$ cat src/rtl/bkup_clk_ctl.sv
module bkup_clk_ctl #(
  parameter int OSC_START_CYC = 2048,
  parameter int HSE_DIV       = 128
) (
  input  logic        clk,
  input  logic        rst_n,
  input  logic        wr_en,
  input  logic        wr_dom,
  input  logic [31:0] wr_data,
  input  logic        lsi_ready,
  output logic [31:0] dom_rd,
  output logic [31:0] pwr_rd,
  output logic        rtc_tick
);

  localparam int CW = $clog2(OSC_START_CYC + 1);
  localparam int DW = (HSE_DIV > 1) ? $clog2(HSE_DIV) : 1;

  logic          unlock_q;
  logic          on_q, rdy_q, byp_q, en_q, drst_q;
  logic [1:0]    sel_q;
  logic [CW-1:0] start_cnt;
  logic [DW-1:0] div_cnt;
  logic          dom_wr, on_d, div_run, div_hit;
  logic          unused_bits;

  assign dom_wr  = wr_en && wr_dom && unlock_q;
  assign unused_bits = ^{wr_data[31:17], wr_data[14:10], wr_data[7:3], wr_data[1]};

  always_ff @(posedge clk or negedge rst_n) begin
    if (!rst_n) unlock_q <= 1'b0;
    else if (wr_en && !wr_dom) unlock_q <= wr_data[8];
  end

  always_ff @(posedge clk or negedge rst_n) begin
    if (!rst_n) begin
      drst_q <= 1'b0;
      on_q   <= 1'b0;
      byp_q  <= 1'b0;
      en_q   <= 1'b0;
      sel_q  <= 2'd0;
    end else if (dom_wr) begin
      if (wr_data[16]) begin
        drst_q <= 1'b1;
        on_q   <= 1'b0;
        byp_q  <= 1'b0;
        en_q   <= 1'b0;
        sel_q  <= 2'd0;
      end else if (drst_q) begin
        drst_q <= 1'b0;
      end else begin
        on_q  <= wr_data[0];
        byp_q <= wr_data[2];
        en_q  <= wr_data[15];
        if (sel_q == 2'd0) sel_q <= wr_data[9:8];
      end
    end
  end

  assign on_d = dom_wr ? (!wr_data[16] && !drst_q && wr_data[0]) : on_q;

  always_ff @(posedge clk or negedge rst_n) begin
    if (!rst_n) begin
      start_cnt <= '0;
      rdy_q     <= 1'b0;
    end else if (!on_d) begin
      start_cnt <= '0;
      rdy_q     <= 1'b0;
    end else if (on_q && !rdy_q) begin
      start_cnt <= start_cnt + 1'b1;
      rdy_q     <= (start_cnt == CW'(OSC_START_CYC - 1));
    end
  end

  assign div_run = en_q && (sel_q == 2'd3);
  assign div_hit = div_run && (div_cnt == DW'(HSE_DIV - 1));

  always_ff @(posedge clk or negedge rst_n) begin
    if (!rst_n) div_cnt <= '0;
    else if (!div_run || div_hit) div_cnt <= '0;
    else div_cnt <= div_cnt + 1'b1;
  end

  always_comb begin
    rtc_tick = 1'b0;
    if (en_q) begin
      case (sel_q)
        2'd1:    rtc_tick = rdy_q;
        2'd2:    rtc_tick = lsi_ready;
        2'd3:    rtc_tick = div_hit;
        default: rtc_tick = 1'b0;
      endcase
    end
  end

  assign dom_rd = {15'd0, drst_q, en_q, 5'd0, sel_q, 5'd0, byp_q, rdy_q, on_q};
  assign pwr_rd = {23'd0, unlock_q, 8'd0};

  assert_locked_write_R2: assert property (@(posedge clk) disable iff (!rst_n)
    (wr_en && wr_dom && !unlock_q) |=> ($stable(sel_q) && $stable(en_q) && $stable(on_q)
                                        && $stable(byp_q) && $stable(drst_q)));

  assert_rdy_needs_osc_R5: assert property (@(posedge clk) disable iff (!rst_n)
    rdy_q |-> on_q);

  assert_sel_once_R6: assert property (@(posedge clk) disable iff (!rst_n)
    ((sel_q != 2'd0) && !(dom_wr && wr_data[16])) |=> (sel_q == $past(sel_q)));

  assert_reset_clears_R7: assert property (@(posedge clk) disable iff (!rst_n)
    drst_q |-> (sel_q == 2'd0 && !en_q && !on_q && !rdy_q && !byp_q));

  assert_tick_gated_R11: assert property (@(posedge clk) disable iff (!rst_n)
    rtc_tick |-> (en_q && sel_q != 2'd0));

  assert_div_spacing_R10: assert property (@(posedge clk) disable iff (!rst_n)
    div_hit |=> !div_hit);

endmodule

$ cat config.mk
export PLATFORM = sky130hd
export DESIGN_NAME = bkup_clk_ctl
export DESIGN_NICKNAME = d
export VERILOG_FILES = /design/src/rtl/bkup_clk_ctl.sv
export SDC_FILE = /design/constraint.sdc
export NUM_CORES = 1
export LEC_CHECK = 0
export ABC_AREA = 1
export BUFFER_PORTS_ARGS = -buffer_cell sky130_fd_sc_hd__buf_2
export CORE_MARGIN = 2
export CORE_UTILIZATION = 45
export DETAILED_ROUTE_END_ITERATION = 12
export HOLD_SLACK_MARGIN = 0.05
export PLACE_DENSITY = 0.81
export SYNTH_ARGS = -nofsm -noshare
export SYNTH_HDL_FRONTEND = slang
export SYNTH_SLANG_ARGS = --single-unit
export TNS_END_PERCENT = 50
$ cat constraint.sdc
create_clock -name clk -period 1.7 [get_ports clk]
set_input_delay 0.17 -clock clk [delete_from_list [all_inputs] [get_ports clk]]
set_output_delay 0.17 -clock clk [all_outputs]
set_load 0.02 [all_outputs]
==> metrics.txt, run 1 <==
# TYPE chip_impl_metric gauge
chip_impl_info{name="clockRootBuffer",value="sky130_fd_sc_hd__clkbuf_8"} 1
chip_impl_metric{name="grt.total_usage",unit="%"} 14.9
chip_impl_info{name="worstPathCellList",value="ha_2 -> nand2_2 -> inv_2 -> nand2_4 -> nor2_4 -> nand4_1 -> a21oi_1 -> buf_4"} 1
chip_impl_metric{name="synth_seq_cells",unit=""} 27
chip_impl_info{name="tritoncts",value="built"} 1
chip_impl_info{name="topRoutingLayerUsed",value="met4"} 1
chip_impl_metric{name="grt_antenna_before_repair",unit=""} 0
chip_impl_metric{name="path_buf_inv",unit=""} 2
chip_impl_metric{name="average_wire_per_standard_cell",unit="um"} 9.80
chip_impl_metric{name="drive_above_1_share",unit="%"} 18.7
chip_impl_info{name="min-delay-path-class",value="in -> reg"} 1
chip_impl_metric{name="design.final.nets",unit=""} 291
chip_impl_metric{name="antenna_left",unit=""} 0
chip_impl_metric{name="final_period_minus_worst_setup_slack",unit="ps"} 1670
chip_impl_metric{name="detailedPlacementHpwl",unit="mm"} 2.29
chip_impl_info{name="yosys.area.top_type",value="sky130_fd_sc_hd__dfrtp_1"} 1
chip_impl_metric{name="placedCellCount",unit=""} 291
chip_impl_metric{name="synth_seq_area_share",unit="%"} 36.1
chip_impl_metric{name="preCtsSetupSlack",unit="ps"} 236
chip_impl_metric{name="synth.cell_area",unit="sq um"} 1870
chip_impl_info{name="yosys-top-cells-count",value="sky130_fd_sc_hd__buf_4 (62), sky130_fd_sc_hd__dfrtp_1 (27), sky130_fd_sc_hd__nand2_1 (26), sky130_fd_sc_hd__inv_1 (25), sky130_fd_sc_hd__nor2_1 (21)"} 1
chip_impl_metric{name="io_pins",unit=""} 102
chip_impl_metric{name="setup_ws",unit="ps"} 26.5
chip_impl_metric{name="drt_iter0_markers",unit=""} 26
chip_impl_metric{name="area.growth.synth_to_final",unit="%"} 0.937
chip_impl_info{name="critPathTopFamily",value="flip-flops"} 1
chip_impl_metric{name="vias",unit=""} 1309
chip_impl_metric{name="cp_slowest_stage_delay",unit="ps"} 370
chip_impl_metric{name="met1Wirelength",unit="mm"} 1.16
chip_impl_metric{name="final_cell_count_without_fillers",unit=""} 301
chip_impl_metric{name="core",unit="sq um"} 4000
chip_impl_info{name="endpoint_class_of_the_critical_path",value="output pin"} 1
chip_impl_metric{name="drt_pass1_iterations",unit=""} 4
chip_impl_metric{name="htreeDepth",unit=""} 1
chip_impl_metric{name="critical_path_peak_fanout",unit=""} 4
chip_impl_metric{name="port_buffers",unit=""} 19
chip_impl_metric{name="clock_skew",unit="ps"} 5.64
chip_impl_metric{name="timing.reg2reg.setup_slack",unit="ps"} 390
chip_impl_info{name="outcome",value="completed"} 1
chip_impl_metric{name="pin_count_of_the_biggest_net_entering_global_routing",unit=""} 28
chip_impl_metric{name="finalMaxSlewViolations",unit=""} 0
chip_impl_metric{name="setup_violations",unit=""} 0
chip_impl_metric{name="timing_worst_slew_pin_value",unit="ps"} 587
chip_impl_info{name="slowest_cell_on_the_critical_path",value="sky130_fd_sc_hd__dfrtp_1"} 1
chip_impl_metric{name="antenna_cells",unit=""} 0
chip_impl_metric{name="cts.clk_slew.worst_paths",unit="ps"} 100
chip_impl_metric{name="timing.max_slew.rel_slack",unit="%"} 60.8
chip_impl_info{name="synthMostInstantiatedCell",value="sky130_fd_sc_hd__buf_4"} 1
chip_impl_metric{name="drc",unit=""} 0
chip_impl_metric{name="number_of_enable_flip_flop_cells_after_synthesis",unit=""} 0
chip_impl_metric{name="dr_wl_met3",unit="um"} 151
chip_impl_metric{name="layout.filler_cells",unit=""} 409
chip_impl_info{name="start_kind",value="flip-flop"} 1
chip_impl_metric{name="final_core_utilization",unit="%"} 47.2
chip_impl_metric{name="post-route-period-util",unit="%"} 98.4
chip_impl_metric{name="fp.dieArea",unit="sq um"} 4690
chip_impl_metric{name="std_cell_rows",unit=""} 23
chip_impl_info{name="synth_top_flop_cell",value="sky130_fd_sc_hd__dfrtp_1"} 1
chip_impl_metric{name="p_per_area",unit="nW/um^2"} 803
chip_impl_metric{name="cts-root-to-sink-buffers",unit=""} 2
chip_impl_metric{name="postRouteWirelength",unit="mm"} 2.95
chip_impl_metric{name="routed_via_density",unit=""} 4.35
chip_impl_metric{name="clock_sinks",unit=""} 27
chip_impl_metric{name="die-height",unit="um"} 68.5
chip_impl_metric{name="worst_ir_drop_vdd",unit="V"} 0.000619
chip_impl_info{name="path_class",value="reg -> out"} 1
chip_impl_metric{name="clkLatencyLatePin",unit="ps"} 280
chip_impl_metric{name="leakagePower",unit="nW"} 0.931
chip_impl_metric{name="timing.fmax",unit="MHz"} 598
chip_impl_metric{name="route.met2.wl",unit="mm"} 1.56
chip_impl_metric{name="start_util",unit="%"} 46.7
chip_impl_metric{name="synth_top_area_share",unit="%"} 36.1
chip_impl_metric{name="synth_area_per_cell",unit="sq um"} 8.16
chip_impl_metric{name="grt_pass1_vias",unit=""} 1200
chip_impl_info{name="synth.top_cells.by_area",value="sky130_fd_sc_hd__dfrtp_1 (36%), sky130_fd_sc_hd__buf_4 (25%), sky130_fd_sc_hd__nand2_1 (5.2%)"} 1
chip_impl_metric{name="power.total",unit="mW"} 1.52
chip_impl_metric{name="worst-endpoint-required",unit="ps"} 1530
chip_impl_metric{name="share_of_flip_flops_with_an_asynchronous_set_or_reset",unit="%"} 100
chip_impl_metric{name="grt_pass1_wl",unit="mm"} 5.08
chip_impl_metric{name="synth.yosys.warnings",unit=""} 0
chip_impl_metric{name="globalRouteOverflowTotal",unit=""} 0
chip_impl_metric{name="cts-buffers-inserted",unit=""} 3
chip_impl_metric{name="post_synth_num_cell_types",unit=""} 30
chip_impl_metric{name="finalWeightedCongestion",unit=""} 0.787
chip_impl_metric{name="final-hold-violation-count",unit=""} 0
chip_impl_info{name="rsz0062_at_grt",value="true"} 1
chip_impl_metric{name="arrival",unit="ps"} 1500
chip_impl_metric{name="max-cap-violations",unit=""} 0
chip_impl_metric{name="die_w",unit="um"} 68.5
chip_impl_metric{name="netlist_instances",unit=""} 229
## cells in the final DEF, fill, tap and decap left out, types with 2 or more instances in the layout
cell,instances
sky130_fd_sc_hd__nor3_1,7
sky130_fd_sc_hd__clkbuf_8,3
sky130_fd_sc_hd__nor3_2,2
sky130_fd_sc_hd__o22ai_1,3
sky130_fd_sc_hd__nor2_1,20
sky130_fd_sc_hd__inv_1,24
sky130_fd_sc_hd__buf_2,18
sky130_fd_sc_hd__nand2_1,24
sky130_fd_sc_hd__nor2_4,4
sky130_fd_sc_hd__conb_1,56
sky130_fd_sc_hd__o21ai_0,6
sky130_fd_sc_hd__nand2_2,4
sky130_fd_sc_hd__o21ai_1,5
sky130_fd_sc_hd__inv_2,2
sky130_fd_sc_hd__dfrtp_1,27
sky130_fd_sc_hd__nor3b_1,2
sky130_fd_sc_hd__buf_4,6
sky130_fd_sc_hd__nand4_1,4
sky130_fd_sc_hd__xor2_1,2
sky130_fd_sc_hd__a21oi_1,10
sky130_fd_sc_hd__nand3_1,7
## tightest hold or removal path, cell delays in order
cell and delay [ps]:
sky130_fd_sc_hd__buf_2 80, sky130_fd_sc_hd__nand2_1 40, sky130_fd_sc_hd__o21ai_0 60
## cell families (layout without fill, tap and decap cells)
logic type | after synthesis | in the layout | synth area share [%]
adder cells (fa/ha/maj) | 2 | 2 | 1.34
buffers and inverters | 89 | 56 | 30.3
other | 1 | 56 | 0.201
AO/OA/AOI/OAI | 28 | 28 | 8.64
AND/OR/NAND/NOR | 80 | 80 | 22.4
XOR/XNOR | 2 | 2 | 0.937
flip-flops | 27 | 27 | 36.1
## through the flow
stage / setup TNS (ps) / instance area, sq um / hold slack [ps]
2_1_floorplan: 0 / 2080 / -126
3_3_place_gp: 0 / 1770 / 209
3_5_place_dp: 0 / 1770 / 216
4_1_cts: 0 / 1880 / 94.9
5_1_grt: -76.1 / 1890 / 108
6_report: 0 / 1890 / 98.7
## per-layer routing
layer,up-vias,global-route usage [%]
met3,6,2.96
met4,0,9.50
li1,655,-
met2,42,26.3
met5,-,0
met1,606,15.9
## cell type report
type / instances / area [sq um] / share of cell area [%]
repair buffers: 25 / 145 / 7.69
multi-input cells: 168 / 853 / 45.2
inverters: 27 / 101 / 5.37
clock inverters: 1 / 7.51 / 0.398
flip-flops and latches: 27 / 676 / 35.8
clock buffers: 3 / 41.3 / 2.19
well taps: 50 / 62.6 / 3.32
## timing repair
item	CTS	global route
endpoints found under the hold margin	27	0
endpoints found under the setup margin	1	1
setup buffers	4	1
hold buffers	1	0
pin swaps	3	4
resized for setup	7	1
## flip-flops by register name (all words and copies together), names as in the netlist
register and count:
drst_q 1, div_cnt 7, start_cnt 12, sel_q 2, en_q 1, unlock_q 1
on_q 1, byp_q 1, rdy_q 1
## report_power, final
group / internal, mW / total (mW) / switching, mW
clock: 0.167 / 0.375 / 0.208
combinational: 0.101 / 0.416 / 0.315
sequential: 0.684 / 0.726 / 0.0421
total: 0.951 / 1.52 / 0.565
## path summary, 6_finish.rpt
check                       startpoint            to  depth (start not counted)
max                         div_cnt[1]      rtc_tick                          8
min                        wr_data[15]          en_q                          3
max reg2reg                 div_cnt[1]    div_cnt[5]                          6
min reg2reg                 div_cnt[0]    div_cnt[0]                          2
max in group asynchronous        rst_n  start_cnt[4]                          2
min in group asynchronous        rst_n        drst_q                          2
Note: power is estimated with default switching activity, not from simulation.
==> inputs of run 2 (changes only) <==
--- a/config.mk
+++ b/config.mk
@@ -5,13 +5,14 @@
 export SDC_FILE = /design/constraint.sdc
 export NUM_CORES = 1
 export LEC_CHECK = 0
-export ABC_AREA = 1
 export BUFFER_PORTS_ARGS = -buffer_cell sky130_fd_sc_hd__buf_2
+export CELL_PAD_IN_SITES_DETAIL_PLACEMENT = 2
+export CELL_PAD_IN_SITES_GLOBAL_PLACEMENT = 2
 export CORE_MARGIN = 2
-export CORE_UTILIZATION = 45
+export CORE_UTILIZATION = 24
 export DETAILED_ROUTE_END_ITERATION = 12
 export HOLD_SLACK_MARGIN = 0.05
-export PLACE_DENSITY = 0.81
+export PLACE_DENSITY_LB_ADDON = 0.1
 export SYNTH_ARGS = -nofsm -noshare
 export SYNTH_HDL_FRONTEND = slang
 export SYNTH_SLANG_ARGS = --single-unit
==> metrics.txt, run 2 <==
# TYPE chip_impl_metric gauge
chip_impl_info{name="synthMostInstantiatedCell",value="sky130_fd_sc_hd__buf_4"} 1
chip_impl_metric{name="synth.cell_area",unit="sq um"} 1860
chip_impl_info{name="failed_checks",value="setup timing"} 1
chip_impl_metric{name="timing.max_slew.rel_slack",unit="%"} 55.9
chip_impl_metric{name="leakagePower",unit="nW"} 0.872
chip_impl_metric{name="netlist_instances",unit=""} 204
chip_impl_metric{name="synth-compound-area-share",unit="%"} 10.8
chip_impl_metric{name="final_period_minus_worst_setup_slack",unit="ps"} 1800
chip_impl_metric{name="io_pins",unit=""} 102
chip_impl_metric{name="setup_total_negative_slack",unit="ps"} -100
chip_impl_metric{name="grt_pass1_wl",unit="mm"} 7.09
chip_impl_info{name="most-common-layout-cells",value="sky130_fd_sc_hd__conb_1 (56), sky130_fd_sc_hd__dfrtp_1 (27), sky130_fd_sc_hd__buf_2 (19)"} 1
chip_impl_metric{name="average_wire_per_standard_cell",unit="um"} 13.1
chip_impl_info{name="outcome",value="finished with violations"} 1
chip_impl_metric{name="worst_reg2reg_path_length_in_cells",unit=""} 4
chip_impl_metric{name="synth-xor-area-share",unit="%"} 2.36
chip_impl_metric{name="whs_path_depth",unit=""} 2
chip_impl_info{name="start_kind",value="flip-flop"} 1
chip_impl_metric{name="largest_reg_flops",unit=""} 12
chip_impl_metric{name="share_of_flip_flops_with_an_asynchronous_set_or_reset",unit="%"} 100
chip_impl_metric{name="timing_worst_slew_pin_value",unit="ps"} 661
chip_impl_metric{name="globalRouteOverflowTotal",unit=""} 0
chip_impl_metric{name="port_buffers",unit=""} 19
chip_impl_metric{name="synth.mux.area_fraction",unit="%"} 1.15
chip_impl_metric{name="pin_count_of_the_biggest_net_entering_global_routing",unit=""} 28
chip_impl_info{name="path_class",value="reg -> out"} 1
chip_impl_info{name="synth_top_family_by_area",value="buffers and inverters"} 1
chip_impl_metric{name="number_of_enable_flip_flop_cells_after_synthesis",unit=""} 0
chip_impl_metric{name="synth_top_area_share",unit="%"} 36.4
chip_impl_metric{name="timing.fmax",unit="MHz"} 555
chip_impl_metric{name="antenna_cells",unit=""} 0
chip_impl_metric{name="clock_skew",unit="ps"} 9.29
chip_impl_metric{name="cts-buffers-inserted",unit=""} 3
chip_impl_metric{name="clock_sinks",unit=""} 27
chip_impl_metric{name="arrival",unit="ps"} 1630
chip_impl_metric{name="post_synth_num_cell_types",unit=""} 40
chip_impl_metric{name="grt_pass1_vias",unit=""} 1381
chip_impl_metric{name="synth.yosys.warnings",unit=""} 0
chip_impl_metric{name="detailedPlacementHpwl",unit="mm"} 3.22
chip_impl_metric{name="grt.total_usage",unit="%"} 10.3
chip_impl_metric{name="vias",unit=""} 1350
chip_impl_metric{name="htreeDepth",unit=""} 1
chip_impl_metric{name="drt_pass1_iterations",unit=""} 4
chip_impl_metric{name="synth_seq_area_share",unit="%"} 36.4
chip_impl_metric{name="die_w",unit="um"} 92.0
chip_impl_info{name="synth_top_flop_cell",value="sky130_fd_sc_hd__dfrtp_1"} 1
chip_impl_metric{name="post-route-period-util",unit="%"} 106
chip_impl_info{name="endpoint_class_of_the_critical_path",value="output pin"} 1
chip_impl_metric{name="area.growth.synth_to_final",unit="%"} 3.44
chip_impl_metric{name="synth_simple_gate_area_share",unit="%"} 20.4
chip_impl_metric{name="routed_via_density",unit=""} 4.13
chip_impl_metric{name="final-hold-violation-count",unit=""} 0
chip_impl_info{name="rsz0062_at_grt",value="true"} 1
chip_impl_metric{name="fp.dieArea",unit="sq um"} 8460
chip_impl_metric{name="drive_above_1_share",unit="%"} 16.9
chip_impl_metric{name="grt_antenna_before_repair",unit=""} 0
chip_impl_info{name="yosys.area.top_type",value="sky130_fd_sc_hd__dfrtp_1"} 1
chip_impl_metric{name="die-height",unit="um"} 92.0
chip_impl_metric{name="postRouteWirelength",unit="mm"} 4.29
chip_impl_info{name="synth.top_cells.by_area",value="sky130_fd_sc_hd__dfrtp_1 (36%), sky130_fd_sc_hd__buf_4 (25%), sky130_fd_sc_hd__a21oi_1 (3.5%)"} 1
chip_impl_metric{name="clkLatencyLatePin",unit="ps"} 280
chip_impl_metric{name="cts.clk_slew.worst_paths",unit="ps"} 90
chip_impl_info{name="largest_register",value="start_cnt"} 1
chip_impl_metric{name="yosys.area_share.adder",unit="%"} 1.35
chip_impl_metric{name="worst_ir_drop_vdd",unit="V"} 0.000322
chip_impl_metric{name="p_per_area",unit="nW/um^2"} 988
chip_impl_metric{name="finalWeightedCongestion",unit=""} 0.697
chip_impl_info{name="yosys-top-cells-count",value="sky130_fd_sc_hd__buf_4 (63), sky130_fd_sc_hd__dfrtp_1 (27), sky130_fd_sc_hd__a21oi_1 (13), sky130_fd_sc_hd__nand2_1 (10), sky130_fd_sc_hd__nand3_1 (9)"} 1
chip_impl_info{name="min-delay-path-class",value="in -> reg"} 1
chip_impl_metric{name="synth_area_per_cell",unit="sq um"} 9.10
chip_impl_metric{name="finalMaxSlewViolations",unit=""} 0
chip_impl_metric{name="drt_iter0_markers",unit=""} 28
chip_impl_metric{name="drc",unit=""} 0
chip_impl_metric{name="antenna_left",unit=""} 0
chip_impl_metric{name="worst-endpoint-required",unit="ps"} 1530
chip_impl_metric{name="start_util",unit="%"} 24.4
chip_impl_metric{name="cts-root-to-sink-buffers",unit=""} 2
chip_impl_metric{name="std_cell_rows",unit=""} 32
chip_impl_metric{name="setup_violations",unit=""} 1
chip_impl_metric{name="final_core_utilization",unit="%"} 25.2
chip_impl_info{name="clockRootBuffer",value="sky130_fd_sc_hd__clkbuf_8"} 1
chip_impl_metric{name="setup_ws",unit="ps"} -100
chip_impl_metric{name="synth_seq_cells",unit=""} 27
chip_impl_metric{name="critical_path_peak_fanout",unit=""} 2
chip_impl_info{name="reg_top3",value="start_cnt (12), div_cnt (7), sel_q (2)"} 1
chip_impl_info{name="layout.cells.most_common",value="sky130_fd_sc_hd__conb_1"} 1
chip_impl_metric{name="core",unit="sq um"} 7610
chip_impl_metric{name="design.final.nets",unit=""} 265
chip_impl_metric{name="max-cap-violations",unit=""} 0
chip_impl_info{name="tritoncts",value="built"} 1
run 2: changes by cell type after synthesis, sizes merged, moves of 4 or more:
cell / before / now
or3: 0 / 4
nor4: 0 / 4
nand2: 29 / 10
or4: 0 / 4
nor2: 26 / 7
inv: 26 / 6
nor3: 9 / 0
o21ai: 12 / 8
run 2: kinds of logic after synthesis:
logic type,count (synthesis)
compound gates,33
xor+xnor,5
fa+ha+maj,2
buf+inv,72
flops,27
mux,2
other cells,1
simple gates,62
run 2: area by class of cell:
class / count / area (sq um)
clock buffers: 3 / 41.3
multi-input cells: 160 / 883
repair buffers: 28 / 165
well taps: 102 / 128
inverters: 6 / 22.5
fillers: 901 / 5690
flip-flops and latches: 27 / 676
clock inverters: 1 / 5.00
run 2: per-layer routing:
layer	vias up	GRT usage (%)	routed length, um
li1	634	-	-
met1	668	12.6	1800
met2	46	18.5	2230
met3	2	1.73	222
met4	0	3.11	44
met5	-	0	0
run 2: what timing repair did:
| action | in CTS | in global routing |
|---|---|---|
| hold endpoints to repair | 27 | 0 |
| gates cloned | 0 | 0 |
| resized for setup | 1 | 1 |
| setup buffers | 2 | 2 |
| hold buffers | 1 | 0 |
| endpoints found under the setup margin | 1 | 2 |
| pin swaps | 1 | 2 |
run 2: stage by stage:
stage          setup slack, ps  hold slack, ps  total power, mW  cell area [sq um]  instances
3_3_place_gp               136             246             1.51               1830        318
4_1_cts                   -110             135             1.94               1900        325
5_1_grt                   -206             155             2.05               1920        327
3_5_place_dp               113             242             1.54               1830        318
2_1_floorplan             18.6            -126             1.46               2060        259
6_report                  -100             145             1.90               1920        327
run 2: power breakdown:
group          switching (mW)  internal [mW]  leakage, nW
Combinational           0.459          0.207        0.483
Sequential              0.127          0.728        0.363
Clock                   0.213          0.164       0.0255
Total                   0.799           1.10        0.872
run 2: path summary, 6_finish.rpt:
kind / slack [ps] / endpoint / start
worst min register to register: 540 / byp_q / byp_q
worst max-delay path: -100 / rtc_tick / div_cnt[0]
max in group asynchronous: 820 / div_cnt[3] / rst_n
worst max register to register: 170 / rdy_q / start_cnt[0]
worst min-delay path: 140 / sel_q[1] / wr_data[16]
min in group asynchronous: 450 / start_cnt[8] / rst_n
run 2: worst max-delay path, stage by stage, from the launching register on:
cell and delay [ps]:
sky130_fd_sc_hd__dfrtp_1 370, sky130_fd_sc_hd__ha_2 190, sky130_fd_sc_hd__and4_1 220, sky130_fd_sc_hd__nand4_1 110, sky130_fd_sc_hd__a311oi_1 270, sky130_fd_sc_hd__buf_2 210
==> inputs of run 3 (changes only) <==
--- a/config.mk
+++ b/config.mk
@@ -12,7 +12,7 @@
 export CORE_UTILIZATION = 24
 export DETAILED_ROUTE_END_ITERATION = 12
 export HOLD_SLACK_MARGIN = 0.05
-export PLACE_DENSITY_LB_ADDON = 0.1
+export PLACE_DENSITY = 0.83
 export SYNTH_ARGS = -nofsm -noshare
 export SYNTH_HDL_FRONTEND = slang
 export SYNTH_SLANG_ARGS = --single-unit
==> constraint.sdc (replaced) <==
create_clock -name clk -period 1.85 [get_ports clk]
set_input_delay 0.185 -clock clk [delete_from_list [all_inputs] [get_ports clk]]
set_output_delay 0.185 -clock clk [all_outputs]
set_load 0.02 [all_outputs]
==> metrics.txt, run 3 (synthesized netlist as in run 2, its figures left out) <==
# TYPE chip_impl_metric gauge
chip_impl_info{name="outcome",value="completed"} 1
chip_impl_metric{name="timing.fmax",unit="MHz"} 560
chip_impl_metric{name="worst_ir_drop_vdd",unit="V"} 0.000209
chip_impl_metric{name="cts-buffers-inserted",unit=""} 3
chip_impl_info{name="critical_path.reg2reg.endpoint",value="start_cnt[11]"} 1
chip_impl_info{name="tritoncts",value="built"} 1
chip_impl_metric{name="final_period_minus_worst_setup_slack",unit="ps"} 1790
chip_impl_metric{name="grt_pass1_wl",unit="mm"} 6.66
chip_impl_metric{name="drt_iter0_markers",unit=""} 46
chip_impl_info{name="worstReg2RegStart",value="on_q"} 1
chip_impl_metric{name="worst_reg2reg_path_length_in_cells",unit=""} 3
chip_impl_metric{name="fp.dieArea",unit="sq um"} 8460
chip_impl_info{name="path_class",value="reg -> out"} 1
chip_impl_metric{name="preCtsSetupSlack",unit="ps"} 237
chip_impl_metric{name="port_buffers",unit=""} 19
chip_impl_metric{name="clkLatencyLatePin",unit="ps"} 280
chip_impl_info{name="start_kind",value="flip-flop"} 1
chip_impl_metric{name="area.growth.synth_to_final",unit="%"} 3.50
chip_impl_metric{name="timing_worst_slew_pin_value",unit="ps"} 645
chip_impl_info{name="worstSetupEndpoint",value="rtc_tick"} 1
chip_impl_metric{name="setup_ws",unit="ps"} 63.9
chip_impl_metric{name="vias",unit=""} 1371
chip_impl_metric{name="grt_pass1_vias",unit=""} 1384
chip_impl_metric{name="pin_count_of_the_biggest_net_entering_global_routing",unit=""} 28
chip_impl_info{name="most-common-layout-cells",value="sky130_fd_sc_hd__conb_1 (56), sky130_fd_sc_hd__dfrtp_1 (27), sky130_fd_sc_hd__buf_2 (18)"} 1
chip_impl_metric{name="postRouteWirelength",unit="mm"} 4.20
chip_impl_metric{name="clock_sinks",unit=""} 27
chip_impl_info{name="startpoint",value="div_cnt[0]"} 1
chip_impl_metric{name="detailedPlacementHpwl",unit="mm"} 2.99
chip_impl_info{name="layout.cells.most_common",value="sky130_fd_sc_hd__conb_1"} 1
chip_impl_metric{name="start_util",unit="%"} 24.4
chip_impl_info{name="largest_register",value="start_cnt"} 1
chip_impl_metric{name="final-hold-violation-count",unit=""} 0
chip_impl_metric{name="grt.total_usage",unit="%"} 9.74
chip_impl_metric{name="cts.clk_slew.worst_paths",unit="ps"} 90
chip_impl_metric{name="design.final.nets",unit=""} 263
chip_impl_metric{name="cts-root-to-sink-buffers",unit=""} 2
chip_impl_metric{name="core",unit="sq um"} 7610
chip_impl_metric{name="timing.reg2reg.setup_slack",unit="ps"} 270
chip_impl_metric{name="globalRouteOverflowTotal",unit=""} 0
chip_impl_metric{name="htreeDepth",unit=""} 1
chip_impl_metric{name="io_pins",unit=""} 102
chip_impl_metric{name="post-route-period-util",unit="%"} 96.5
chip_impl_info{name="clockRootBuffer",value="sky130_fd_sc_hd__clkbuf_8"} 1
chip_impl_info{name="min-delay-path-class",value="in -> reg"} 1
chip_impl_metric{name="final_core_utilization",unit="%"} 25.3
chip_impl_info{name="reg_top3",value="start_cnt (12), div_cnt (7), sel_q (2)"} 1
chip_impl_metric{name="timing.max_slew.rel_slack",unit="%"} 57.0
chip_impl_metric{name="drive_above_1_share",unit="%"} 16.1
chip_impl_metric{name="antenna_left",unit=""} 0
chip_impl_metric{name="drt_pass1_iterations",unit=""} 4
chip_impl_info{name="rsz0062_at_grt",value="true"} 1
chip_impl_metric{name="drc",unit=""} 0
chip_impl_metric{name="finalWeightedCongestion",unit=""} 0.765
chip_impl_metric{name="grt_antenna_before_repair",unit=""} 0
chip_impl_info{name="endpoint_class_of_the_critical_path",value="output pin"} 1
chip_impl_info{name="min-delay-start",value="wr_data[8]"} 1
chip_impl_metric{name="leakagePower",unit="nW"} 0.862
chip_impl_metric{name="die-height",unit="um"} 92.0
chip_impl_metric{name="routed_via_density",unit=""} 4.22
chip_impl_metric{name="worst-endpoint-required",unit="ps"} 1660
chip_impl_metric{name="max-cap-violations",unit=""} 0
chip_impl_metric{name="std_cell_rows",unit=""} 32
chip_impl_metric{name="largest_reg_flops",unit=""} 12
chip_impl_metric{name="finalMaxSlewViolations",unit=""} 0
chip_impl_metric{name="clock_skew",unit="ps"} 3.59
chip_impl_metric{name="critical_path_peak_fanout",unit=""} 2
chip_impl_metric{name="average_wire_per_standard_cell",unit="um"} 12.9
chip_impl_metric{name="arrival",unit="ps"} 1600
chip_impl_metric{name="setup_violations",unit=""} 0
chip_impl_metric{name="antenna_cells",unit=""} 0
chip_impl_metric{name="p_per_area",unit="nW/um^2"} 907
chip_impl_metric{name="die_w",unit="um"} 92.0
chip_impl_metric{name="layout.filler_cells",unit=""} 915
[run 3: cell types whose count changed in the layout (fill, tap and decap cells not counted)]
cell,change
sky130_fd_sc_hd__nor2b_2,-1
sky130_fd_sc_hd__a311oi_2,+1
sky130_fd_sc_hd__nor2b_1,+1
sky130_fd_sc_hd__buf_4,-1
sky130_fd_sc_hd__ha_4,+1
sky130_fd_sc_hd__buf_2,-1
sky130_fd_sc_hd__a311oi_1,-1
sky130_fd_sc_hd__ha_2,-1
[run 3: where the power goes]
group          switching (mW)  internal, mW
combinational           0.406         0.187
clock                   0.196         0.152
sequential              0.133         0.669
[run 3: area by class of cell]
type	count	area, sq um	share of cell area, %
multi-input cells	160	897	46.7
flip-flops and latches	27	676	35.2
repair buffers	26	153	7.94
well taps	102	128	6.64
clock buffers	3	41.3	2.15
inverters	6	22.5	1.17
clock inverters	1	5.00	0.260
[run 3: what timing repair did]
item / CTS / global route
gates resized for setup: 2 / 2
setup buffers: 3 / 2
pin swaps: 2 / 2
endpoints found under the setup margin: 1 / 1
hold buffers: 1 / 0
hold endpoints to repair: 27 / 0
[run 3: metal layers]
metal,wire (um),vias to the layer above,track usage [%],part of all wire (%)
met2,2190,51,17.7,52
met5,0,-,0,0
met4,42,0,3.98,1.0
met1,1710,684,11.3,41
met3,263,4,1.56,6.3
li1,-,632,-,-
[run 3: through the flow]
step                      instances  setup TNS (ps)  total power, mW  hold slack (ps)  instance area, sq um
final                           325               0             1.74              150                  1920
after global routing            325           -36.1             1.87              160                  1920
after CTS                       323               0             1.76              142                  1900
after detailed placement        315               0             1.38              257                  1810
after global placement          315               0             1.36              251                  1810
after floorplan                 259               0             1.34             -111                  2060
[run 3: how the worst min path moves through the flow]
stage	cells after the start	end	slack (ps)
after CTS	2	on_q	140
after global placement	1	unlock_q	250
final	2	unlock_q	150
after floorplan	0	byp_q	-110
after global routing	2	unlock_q	160
after detailed placement	1	unlock_q	260
[run 3: critical path: stages, from the launching register on]
cell                       delay (ps)
sky130_fd_sc_hd__dfrtp_1          410
sky130_fd_sc_hd__ha_4             150
sky130_fd_sc_hd__and4_1           210
sky130_fd_sc_hd__nand4_1          120
sky130_fd_sc_hd__a311oi_2         260
sky130_fd_sc_hd__buf_4            180
